--- src/rtl/ost_pkg.sv ---
`timescale 1ns/1ps
// Shared types for the oscillator settle timer.
package ost_pkg;

    // Control phases of the settle sequence.
    typedef enum logic [1:0] {
        OST_STOPPED  = 2'd0,
        OST_COUNTING = 2'd1,
        OST_STABLE   = 2'd2
    } ost_state_t;

endpackage

--- src/rtl/ost_down_counter.sv ---
`timescale 1ns/1ps
// Loadable saturating down-counter.
// Function: a load reloads all ones; a decrement request steps the count
// down by one; the count stops at zero and never wraps.
// Assumes: load takes priority over decrement; reset is synchronous, active low.
module ost_down_counter #(
    parameter int WIDTH = 14
) (
    input  logic             clk,
    input  logic             rst_n,
    input  logic             load_i,
    input  logic             dec_i,
    output logic [WIDTH-1:0] count_o,
    output logic             zero_o
);
    localparam logic [WIDTH-1:0] PRESET = {WIDTH{1'b1}};

    logic [WIDTH-1:0] cnt_q;

    // Count register: reload, step down, or hold at zero.
    always_ff @(posedge clk) begin
        if (!rst_n) begin
            cnt_q <= PRESET;
        end else if (load_i) begin
            cnt_q <= PRESET;
        end else if (dec_i && (cnt_q != '0)) begin
            cnt_q <= cnt_q - 1'b1;
        end
    end

    // Zero detect for the control logic.
    always_comb begin
        zero_o  = (cnt_q == '0);
        count_o = cnt_q;
    end
endmodule

--- src/rtl/ost_ctrl.sv ---
`timescale 1ns/1ps
// Settle sequence controller.
// Function: tracks the stopped, counting and stable phases. It issues reload
// and decrement requests to the counter and drives the enable and good
// outputs.
// Assumes: stop_req_i is synchronous to clk. The outputs react to stop_req_i
// combinationally, so both drop in the same cycle as the request.
module ost_ctrl
    import ost_pkg::*;
(
    input  logic clk,
    input  logic rst_n,
    input  logic stop_req_i,
    input  logic tick_i,
    input  logic zero_i,
    output logic load_o,
    output logic dec_o,
    output logic osc_en_o,
    output logic good_o
);
    ost_state_t state_q;
    ost_state_t state_d;

    // Next-phase selection; a stop request always returns to the stopped phase.
    always_comb begin
        state_d = state_q;
        if (stop_req_i) begin
            state_d = OST_STOPPED;
        end else begin
            unique case (state_q)
                OST_STOPPED:  state_d = OST_COUNTING;
                OST_COUNTING: state_d = zero_i ? OST_STABLE : OST_COUNTING;
                OST_STABLE:   state_d = OST_STABLE;
                default:      state_d = OST_STOPPED;
            endcase
        end
    end

    // Phase register.
    always_ff @(posedge clk) begin
        if (!rst_n) begin
            state_q <= OST_STOPPED;
        end else begin
            state_q <= state_d;
        end
    end

    // Output decode from the phase and the live stop request.
    always_comb begin
        load_o   = stop_req_i || (state_q == OST_STOPPED);
        dec_o    = (state_q == OST_COUNTING) && !stop_req_i && tick_i;
        osc_en_o = (state_q != OST_STOPPED) && !stop_req_i;
        good_o   = (state_q != OST_STOPPED) && !stop_req_i && zero_i;
    end
endmodule

--- src/rtl/osc_settle_timer.sv ---
`timescale 1ns/1ps
// Oscillator start-up settle timer (top).
// Function: holds the oscillator off and the count at its preset while a
// stop is requested. After the release it counts oscillator ticks down to
// zero, then flags the clock as good.
// Assumes: osc_tick is a synchronous qualifier standing in for the oscillator.
module osc_settle_timer #(
    parameter int WIDTH = 14
) (
    input  logic clk,
    input  logic rst_n,
    input  logic stop_req,
    input  logic osc_tick,
    output logic osc_en,
    output logic clk_good
);
    logic             load;
    logic             dec;
    logic             zero;
    logic [WIDTH-1:0] count;

    // Phase controller.
    ost_ctrl u_ctrl (
        .clk        (clk),
        .rst_n      (rst_n),
        .stop_req_i (stop_req),
        .tick_i     (osc_tick),
        .zero_i     (zero),
        .load_o     (load),
        .dec_o      (dec),
        .osc_en_o   (osc_en),
        .good_o     (clk_good)
    );

    // Settle counter.
    ost_down_counter #(.WIDTH(WIDTH)) u_cnt (
        .clk     (clk),
        .rst_n   (rst_n),
        .load_i  (load),
        .dec_i   (dec),
        .count_o (count),
        .zero_o  (zero)
    );
endmodule

--- config.mk ---
export PLATFORM = sky130hd
export DESIGN_NAME = osc_settle_timer
export DESIGN_NICKNAME = d
export VERILOG_FILES = /design/src/rtl/ost_pkg.sv /design/src/rtl/ost_down_counter.sv /design/src/rtl/ost_ctrl.sv /design/src/rtl/osc_settle_timer.sv
export SDC_FILE = /design/constraint.sdc
export NUM_CORES = 1
export LEC_CHECK = 0
export BUFFER_PORTS_ARGS = -buffer_cell sky130_fd_sc_hd__buf_2
export CAP_MARGIN = 40
export CORE_MARGIN = 2
export CORE_UTILIZATION = 52
export DETAILED_ROUTE_END_ITERATION = 6
export PLACE_DENSITY = 0.73
export SYNTH_ARGS = -nofsm -noshare
export SYNTH_HDL_FRONTEND = slang
export SYNTH_SLANG_ARGS = --single-unit
--- constraint.sdc ---
create_clock -name clk -period 5.1 [get_ports clk]
set_input_delay 0.51 -clock clk [delete_from_list [all_inputs] [get_ports clk]]
set_output_delay 0.51 -clock clk [all_outputs]
set_load 0.02 [all_outputs]
* Yosys cells after proc, flatten, opt, wreduce, memory -nomap -nowiden *
Cells that the tools add are included.

word-level totals
  memories = 0
  output and inout port bits = 2
  memory bits (read-only) = 0
  input port bits = 4
  word-level logic and storage cells = 21
  latch bits = 0
  memory bits (writable) = 0
  register bits = 16

operators by class
  eq/ne operators = 2
  add/subtract/negate cells = 1
  magnitude comparators = 0
  muxes and demuxes = 2
  divide/modulo/power cells = 0
  multiply operators = 0
  shifts and indexed selects = 0
  bitwise gates (word level) = 1
  reductions and logical operators = 13

operator list
  cell                     number
  $logic_not A14 Y1        1
  $reduce_bool A14 Y1      1
  $sub A14 B1 Y14 const B  1
  $pmux W2 S3              1
  $logic_and A1 B1 Y1      5
  $reduce_or A2 Y1         2
  $eq A2 B1 Y1 const B     1
  $eq A2 B2 Y1 const B     1
  $logic_not A2 Y1         1
  $mux W2                  1
  $reduce_bool A2 Y1       1
  $logic_not A1 Y1         1
  $logic_or A1 B1 Y1       1
  $not A1 Y1               1

* Depth between registers and ports, before layout *
Gate-level depths: netlist of the first run.

  word-level depth = 4
  gate-level depth with buffers = 7
  depth with buffers taken out = 6

* Cells and area by module *
Synthesis of the first run repeated with hierarchy kept, for this count alone.

second synthesis, totals
  cells, all modules = 102
  area, all modules = 845.8 µm²

modules (own cells, without submodules)
  module            area each (µm²)  cells an instance  times used
  ost_down_counter  739.5            89                 1
  ost_ctrl          106.4            13                 1

* Worst setup path after synthesis of the first run *
Ideal clock, no wire load.

  path type = register to output
  from = register u_cnt.cnt_q[0] (netlist: u_cnt.count_o[0])
  to = output port clk_good
  arrival = 1.398 ns
  required time = 4.590 ns
  buffers on the path = 0
  cell stages (with the launch flop) = 6
  path slack = 3.192 ns
  path through = dfxtp_1 > inv_1 > ha_1 > or4b_1 > nor2_1 > and4_1

on the way
  cells in the longest elaborated chain, start to end = 2

ends and longest elaborated chain
  what                      RTL line                RTL
  start: declaration        ost_down_counter.sv:18  logic [WIDTH-1:0] cnt_q;
  start signal: assignment  ost_down_counter.sv:27  cnt_q <= cnt_q - 1'b1;
  $logic_not A14 Y1         ost_down_counter.sv:33  zero_o = (cnt_q == '0);
  $logic_and A1 B1 Y1       ost_ctrl.sv:53          good_o = (state_q != OST_STOPPED) && !stop_req_i && zero_i;
  end: declaration          osc_settle_timer.sv:15  output logic clk_good

Every way passes these cells.

* Final worst setup path of the first run *
Ends and elaborated chain as after synthesis.

==> results of run 1 <==
==> flip-flops by register name, summed over array words and instances (netlist names) <==
register	count
u_ctrl.state_q	2
u_cnt.count_o	14
==> stage by stage <==
stage,setup WS [ns],power [W],hold WS [ns]
final,2.75,0.000199,0.445
after global routing,2.62,0.000206,0.449
after CTS,2.74,0.000201,0.442
after detailed placement,3.04,0.000135,0.487
after global placement,3.09,0.000135,0.481
after floorplan,3.19,0.000132,0.450
==> cells by family (layout without fill, tap and decap cells) <==
family / count (synthesis) / after routing / share of synthesized area, %
compound gates: 29 / 29 / 21.1
fa+ha+maj: 1 / 1 / 1.41
buf+inv: 8 / 14 / 3.68
flops: 16 / 16 / 36.2
mux: 1 / 1 / 1.27
simple gates: 43 / 43 / 36.4
==> layer usage <==
layer,share of wire (%),routed length (um),vias to the layer above
met5,0,0,-
met4,0.81,14,0
met3,4.7,81,2
met2,43,751,15
met1,51,880,356
li1,-,-,405
==> layout make-up <==
type                            instances  area, um2
Inverter                                5       18.8
Fill cell                             146        613
Tap cell                               16       20.0
Multi-Input combinational cell         74        532
Sequential cell                        16        320
Clock buffer                            3       22.5
Timing Repair Buffer                    6       32.5
==> power by group <==
group | internal (W) | leakage [nW] | switching, W
logic | 0.00000279 | 0.230 | 0.00000381
clock network | 0.0000275 | 0.0138 | 0.0000392
registers | 0.000125 | 0.130 | 0.000000470
total | 0.000156 | 0.374 | 0.0000435
==> cell usage in the layout (no fill, tap or decap), types with 2 or more instances in the layout <==
cell | Yosys | final
dfxtp_1 | 16 | 16
and4_1 | 10 | 10
o21ai_1 | 10 | 10
a31oi_1 | 7 | 7
inv_1 | 5 | 5
nor2_1 | 5 | 5
buf_2 | 2 | 5
nor3_1 | 4 | 4
a21oi_1 | 4 | 4
nand3_1 | 3 | 3
clkbuf_4 | 0 | 3
or3_1 | 2 | 2
nor4_1 | 2 | 2
and2_1 | 2 | 2
nand3b_1 | 2 | 2
nand2_1 | 2 | 2
a21o_1 | 2 | 2
a311oi_1 | 2 | 2
a41oi_1 | 2 | 2
==> worst min-delay path, stage by stage <==
cell and delay (ns):
buf_2 0.11, nand2_1 0.05, a21oi_1 0.03
==> how the worst max path moves through the flow <==
stage	from	end	depth (start not counted)
after floorplan	u_cnt.count_o[0]$_SDFFE_PP1P_	clk_good	5
after global placement	u_cnt.count_o[0]$_SDFFE_PP1P_	u_cnt.count_o[4]$_SDFFE_PP1P_	6
after detailed placement	u_cnt.count_o[0]$_SDFFE_PP1P_	u_cnt.count_o[4]$_SDFFE_PP1P_	6
after CTS	u_cnt.count_o[0]$_SDFFE_PP1P_	clk_good	6
after global routing	u_cnt.count_o[0]$_SDFFE_PP1P_	clk_good	6
final	u_cnt.count_o[0]$_SDFFE_PP1P_	clk_good	6
==> impl_results.md, run 1 <==
- Outcome: finished clean
- H-Tree Depth: 1
- Hold Path Class: input pin to register
- Max clock buf depth: 2
- Crit path arrival time: 1.84 ns
- First-pass GRT wire length: 2850 um
- Reg2Reg Depth: 6
- Core ar.: 1560 um2
- Met1 usage: 26.8%
- Setup TNS: 0 ns
- Fraction of final layout cells sized beyond drive strength 1: 15.4%
- Worst Path Required: 4.59 ns
- Worst Setup End Kind: primary output
- Largest net degree at the start of global routing: 14
- Synth cell count leaders: 16 x dfxtp_1, 10 x and4_1, 10 x o21ai_1
- Grt ovf: 0
- Die width: 45.2 um
- Final core utilization: 60.7%
- Per-cell routed wire length: 14.4 um
- DRT Pass-1 Iters: 4
- WHS Endpoint: u_ctrl.state_q[0]$_SDFF_PP0_
- Seq/Total Area, Yosys: 36.2%
- Top-level I/O count: 6
- Count of hold-fix buffers inserted at cts: 0
- R2R Path End: u_cnt.count_o[4]$_SDFFE_PP1P_
- Hold Violations, Final: 0
- Crit-path max FO: 5
- Post-Route WL: 1730 um
- Synthesized cell area: 885 um2
- Final setup fails: 0
- Initial core utilization: 56.7%
- Synth top area cells: dfxtp_1 36%, and4_1 9.9%, o21ai_1 5.7%, a31oi_1 5.0%, nor4b_4 2.7%
- Num CTS Buffers: 3
- Syn_nets: 103
- Area share of the largest cell type after synthesis: 36.2%
- Max_cap viols: 0
- Final Non-Filler Cells: 120
- R2R Setup Slk: 3.02 ns
- Global Route Usage Sum: 19.4%
- Worst Clk Skew: 0.00377 ns
- Top-count cell post-synth: dfxtp_1
- Antenna-violating nets left: 0
- PD cells: 210 nW/um2
- Post-CTS Resized: 0
- Placed cell area: 923 um2
- Routed via count: 778
- FF+latch count, synth: 16
- Ys Warns: 0
- CTS tree: built
- Netlist cell types: 34
- Maximum vdd drop: 0.130 mV
- Antenna cells: 0
- Net count, final: 111
- Post-synth EDFFs: 0
- CP max-delay cell: or4b_1
- CTS clock-pin slew for the worst setup and hold paths: 0.09 ns
- Routability congestion estimate from global placement: 0.780
- Vias in the first global route: 596
- Rel. slew slack: 68.6%
- Rows: 14
- Mapped Avg Cell Area: 9.03 um2
- Setup Crit Path Kind: register to primary output
- Layout Area Growth over Synthesis: 6.93%
- Initial antenna violation count: 0
- Hold_sp: rst_n
- Worst path buffer plus inverter count: 2
- Number of setup buffers added after CTS: 0
- Synth Flop Type: dfxtp_1
- Post-route cell area: 946 um2
- Grt met2 use: 28.3%
- Clk Latency, worst-skew pair: 0.29 ns
- Lkg Pwr: 0.374 nW
- Slew Limit Fails: 0
- Largest stage delay on the critical path: 0.48 ns
- Port bufs: 5
- Initial DRC count: 10
- Root Buffer: clkbuf_4
- DRC viols: 0
- Via density: 6.48
- Hold depth: 3
- Met3 Use GR: 7.20%
- Reg-to-reg startpoint: u_cnt.count_o[0]$_SDFFE_PP1P_
- Critical path cell sequence: inv_1 -> ha_1 -> or4b_1 -> nor2_1 -> and4_1 -> buf_2
- CP top delay family: simple AND/OR/NAND/NOR gates
- Die Area: 2050 um2
- Placed Cells: 117
- Fmax: 0.426 GHz
- Final period util: 46.0%
- Unrepaired setup endpoints after global routing: no
- Min cycle time layout: 2.35 ns
- CTS sink cnt: 16
- GR peak layer: met2
- Die Y: 45.2 um
- Yosys top cell by area: dfxtp_1
- Async S/R FF share, synth: 0%
- Actual slew at the worst max-slew pin: 0.469 ns
- Post-Syn Instances: 98
- Final HPWL from detailed placement: 1280 um
- CP Launch Type: register
(Power assumes the default switching activity.)
==> run 2: changes to the inputs <==
--- a/config.mk
+++ b/config.mk
@@ -5,6 +5,7 @@
 export SDC_FILE = /design/constraint.sdc
 export NUM_CORES = 1
 export LEC_CHECK = 0
+export ABC_AREA = 1
 export BUFFER_PORTS_ARGS = -buffer_cell sky130_fd_sc_hd__buf_2
 export CAP_MARGIN = 40
 export CORE_MARGIN = 2
==> constraint.sdc (replaced) <==
create_clock -name clk -period 2.25 [get_ports clk]
set_input_delay 0.225 -clock clk [delete_from_list [all_inputs] [get_ports clk]]
set_output_delay 0.225 -clock clk [all_outputs]
set_load 0.02 [all_outputs]
==> impl_results.md, run 2 <==
- Root Buffer: clkbuf_4
- Final setup fails: 0 (unchanged)
- Synth cell count leaders: 53 x nand2_1, 22 x nor2_1, 21 x nand3_1
- Per-cell routed wire length: 10.1 um (-30%)
- Min cycle time layout: 1.91 ns
- Hold Violations, Final: 0 (unchanged)
- Num CTS Buffers: 3 (unchanged)
- Max_cap viols: 0 (unchanged)
- CP Launch Type: register
- Crit path arrival time: 1.69 ns (-0.15 ns)
- Antenna cells: 0 (unchanged)
- Netlist cell types: 20 (-41%)
- Die width: 46.7 um (+3.2%)
- Initial antenna violation count: 0 (unchanged)
- Outcome: finished clean
- Syn_nets: 157 (+52%)
- Max clock buf depth: 2 (unchanged)
- First-pass GRT wire length: 3260 um (+15%)
- Initial core utilization: 54.9% (-1.8 points)
- Hold Path Class: input pin to register
- Critical path cell sequence: inv_1 -> ha_1 -> nand2_2 -> nor2_4 -> nand2_4 -> nor3_1 -> buf_2
- Slack of the critical path: 0.339 ns (-2.41 ns)
- PD cells: 490 nW/um2 (+130%)
- Post-Route WL: 1860 um (+7.9%)
- Clk Latency, worst-skew pair: 0.29 ns (about the same)
- Multi-input logic area: 533 um2 (+0.24%)
- Fraction of final layout cells sized beyond drive strength 1: 10.1% (-5.3 points)
- R2R Path End: u_cnt.count_o[11]$_SDFFE_PP1P_
- Ys Warns: 0 (unchanged)
- Worst Setup SP: u_cnt.count_o[0]$_SDFFE_PP1P_
- Synthesized cell area: 948 um2 (+7.2%)
- Top-count cell post-synth: nand2_1
- Core ar.: 1730 um2 (+11%)
- Most frequent cells in the layout: 53 x nand2_1, 22 x nor2_1, 21 x nand3_1
- Grt ovf: 0 (unchanged)
- Port bufs: 5 (unchanged)
- Largest net degree at the start of global routing: 14 (unchanged)
- Synth Flop Type: dfxtp_1
- Setup TNS: 0 ns (unchanged)
- Post-Syn Instances: 152 (+55%)
- DRC viols: 0 (unchanged)
- Via density: 4.93 (-24%)
- Seq/Total Area, Yosys: 33.8% (-2.4 points)
- Number of setup buffers added after CTS: 0 (unchanged)
- H-Tree Depth: 1 (unchanged)
- CTS clock-pin slew for the worst setup and hold paths: 0.09 ns (about the same)
- Crit-path max FO: 5 (unchanged)
- Largest stage delay on the critical path: 0.32 ns (-0.16 ns)
- Count of hold-fix buffers inserted at cts: 0 (unchanged)
- Worst Setup End Kind: primary output
- DRT Pass-1 Iters: 4 (unchanged)
- Worst Path Required: 2.03 ns (-2.56 ns)
- Initial DRC count: 22 (+12)
- Crit path capture: clk_good
- Layout Area Growth over Synthesis: 7.65%
- Routability congestion estimate from global placement: 0.855 (+9.7%)
- Fill cells: 177 (+21%)
- DP Worst Slack: 0.640 ns (-2.40 ns)
- Post-synth EDFFs: 0 (unchanged)
- Post-CTS Resized: 0 (unchanged)
- Reg2Reg Depth: 9 (+3)
- Reg-to-reg startpoint: u_cnt.count_o[0]$_SDFFE_PP1P_
- CTS tree: built
- Final HPWL from detailed placement: 1430 um (+11%)
- Die Y: 46.7 um (+3.2%)
- Final Non-Filler Cells: 184 (+53%)
- Setup Crit Path Kind: register to primary output
- Placed Cells: 180 (+54%)
- Die Area: 2180 um2 (+6.6%)
- Lkg Pwr: 0.539 nW (+44%)
- Async S/R FF share, synth: 0% (unchanged)
- Global Route Usage Sum: 21.3% (+1.9 points)
- Unrepaired setup endpoints after global routing: no
- Area share of the largest cell type after synthesis: 33.8% (-2.4 points)
- Vias in the first global route: 776 (+30%)
- Max reg flops: 14 (unchanged)
- Register area: 320 um2 (unchanged)
- Rows: 15 (+1)
- Commonest non-fill, non-tap cell in the layout: nand2_1
- Maximum vdd drop: 0.283 mV (+120%)
- Routed via count: 908 (+17%)
- Final period util: 84.9%
- Slew Limit Fails: 0 (unchanged)
- Mapped Avg Cell Area: 6.24 um2 (-31%)
- Antenna-violating nets left: 0 (unchanged)
- CP max-delay cell: dfxtp_1
- Actual slew at the worst max-slew pin: 0.517 ns (+0.0478 ns)
- Fmax: 0.523 GHz
- Yosys top cell by area: dfxtp_1
- Worst Clk Skew: 0.00126 ns (-0.00251 ns)
- Synth top area cells: dfxtp_1 34%, nand2_1 21%, nand3_1 11%, nor2_1 8.7%, inv_1 6.7%
- Net count, final: 165 (+49%)
- CTS sink cnt: 16 (unchanged)
- FF+latch count, synth: 16 (unchanged)
- Top-level I/O count: 6 (unchanged)
- R2R Setup Slk: 0.62 ns (-2.40 ns)
- Rel. slew slack: 65.4% (-3.2 points)
run 2: cell count changes after synthesis, moves of 7 or more:
| cell | delta |
|---|---|
| nand2_1 | +51 |
| nand3_1 | +18 |
| nor2_1 | +17 |
| inv_1 | +12 |
| and4_1 | -10 |
| o21ai_1 | -10 |
| a31oi_1 | -7 |
run 2: kinds of logic after synthesis:
| family | synth area share [%] |
|---|---|
| fa+ha+maj | 1.32 |
| xor+xnor | 4.62 |
| compound gates | 2.11 |
| buf+inv | 10.0 |
| flops | 33.8 |
| simple gates | 48.2 |
run 2: routing by layer:
| metal | global-route usage, % | up-vias | routed length (um) |
|---|---|---|---|
| li1 | - | 484 | - |
| met1 | 27.3 | 408 | 904 |
| met2 | 35.8 | 11 | 869 |
| met3 | 2.35 | 5 | 45 |
| met4 | 10.0 | 0 | 45 |
| met5 | 0 | - | 0 |
run 2: power breakdown:
part / internal [W] / switching, W
logic: 0.00000763 / 0.0000141
registers: 0.000285 / 0.00000159
clock network: 0.0000987 / 0.0000936
run 2: worst max-delay path: cells and delay by family, from the launching register on:
family / cells / cell delay [ns]
adders and majority gates: 1 / 0.30
buffers and inverters: 2 / 0.30
DFF: 1 / 0.32
and+or+nand+nor: 4 / 0.47
run 2: metrics by stage:
step           hold slack (ns)  area, um2  util, %  total power, W
6_report                 0.180       1020     59.1        0.000500
3_3_place_gp             0.454        985     57.0        0.000314
3_5_place_dp             0.465        985     57.0        0.000315
2_1_floorplan            0.375        948        -        0.000310
4_1_cts                  0.181       1020     59.1        0.000505
5_1_grt                  0.219       1020     59.1        0.000517
run 2: worst min-delay path by stage:
| stage | start | end | slack (ns) | cells past startpoint |
|---|---|---|---|---|
| after floorplan | rst_n | u_ctrl.state_q[0]$_SDFF_PP0_ | 0.37 | 2 |
| after global placement | u_cnt.count_o[0]$_SDFFE_PP1P_ | u_cnt.count_o[0]$_SDFFE_PP1P_ | 0.45 | 2 |
| after detailed placement | u_cnt.count_o[0]$_SDFFE_PP1P_ | u_cnt.count_o[0]$_SDFFE_PP1P_ | 0.47 | 2 |
| after CTS | rst_n | u_ctrl.state_q[0]$_SDFF_PP0_ | 0.18 | 3 |
| after global routing | rst_n | u_ctrl.state_q[0]$_SDFF_PP0_ | 0.22 | 3 |
| final | rst_n | u_ctrl.state_q[0]$_SDFF_PP0_ | 0.18 | 3 |
run 2: final cells by class:
type,count,area share (%)
inverter,18,6.62
sequential,16,31.4
clock buffer,4,3.55
tap,25,3.06
timing repair buffer,6,3.19
multi-input combinational,115,52.2
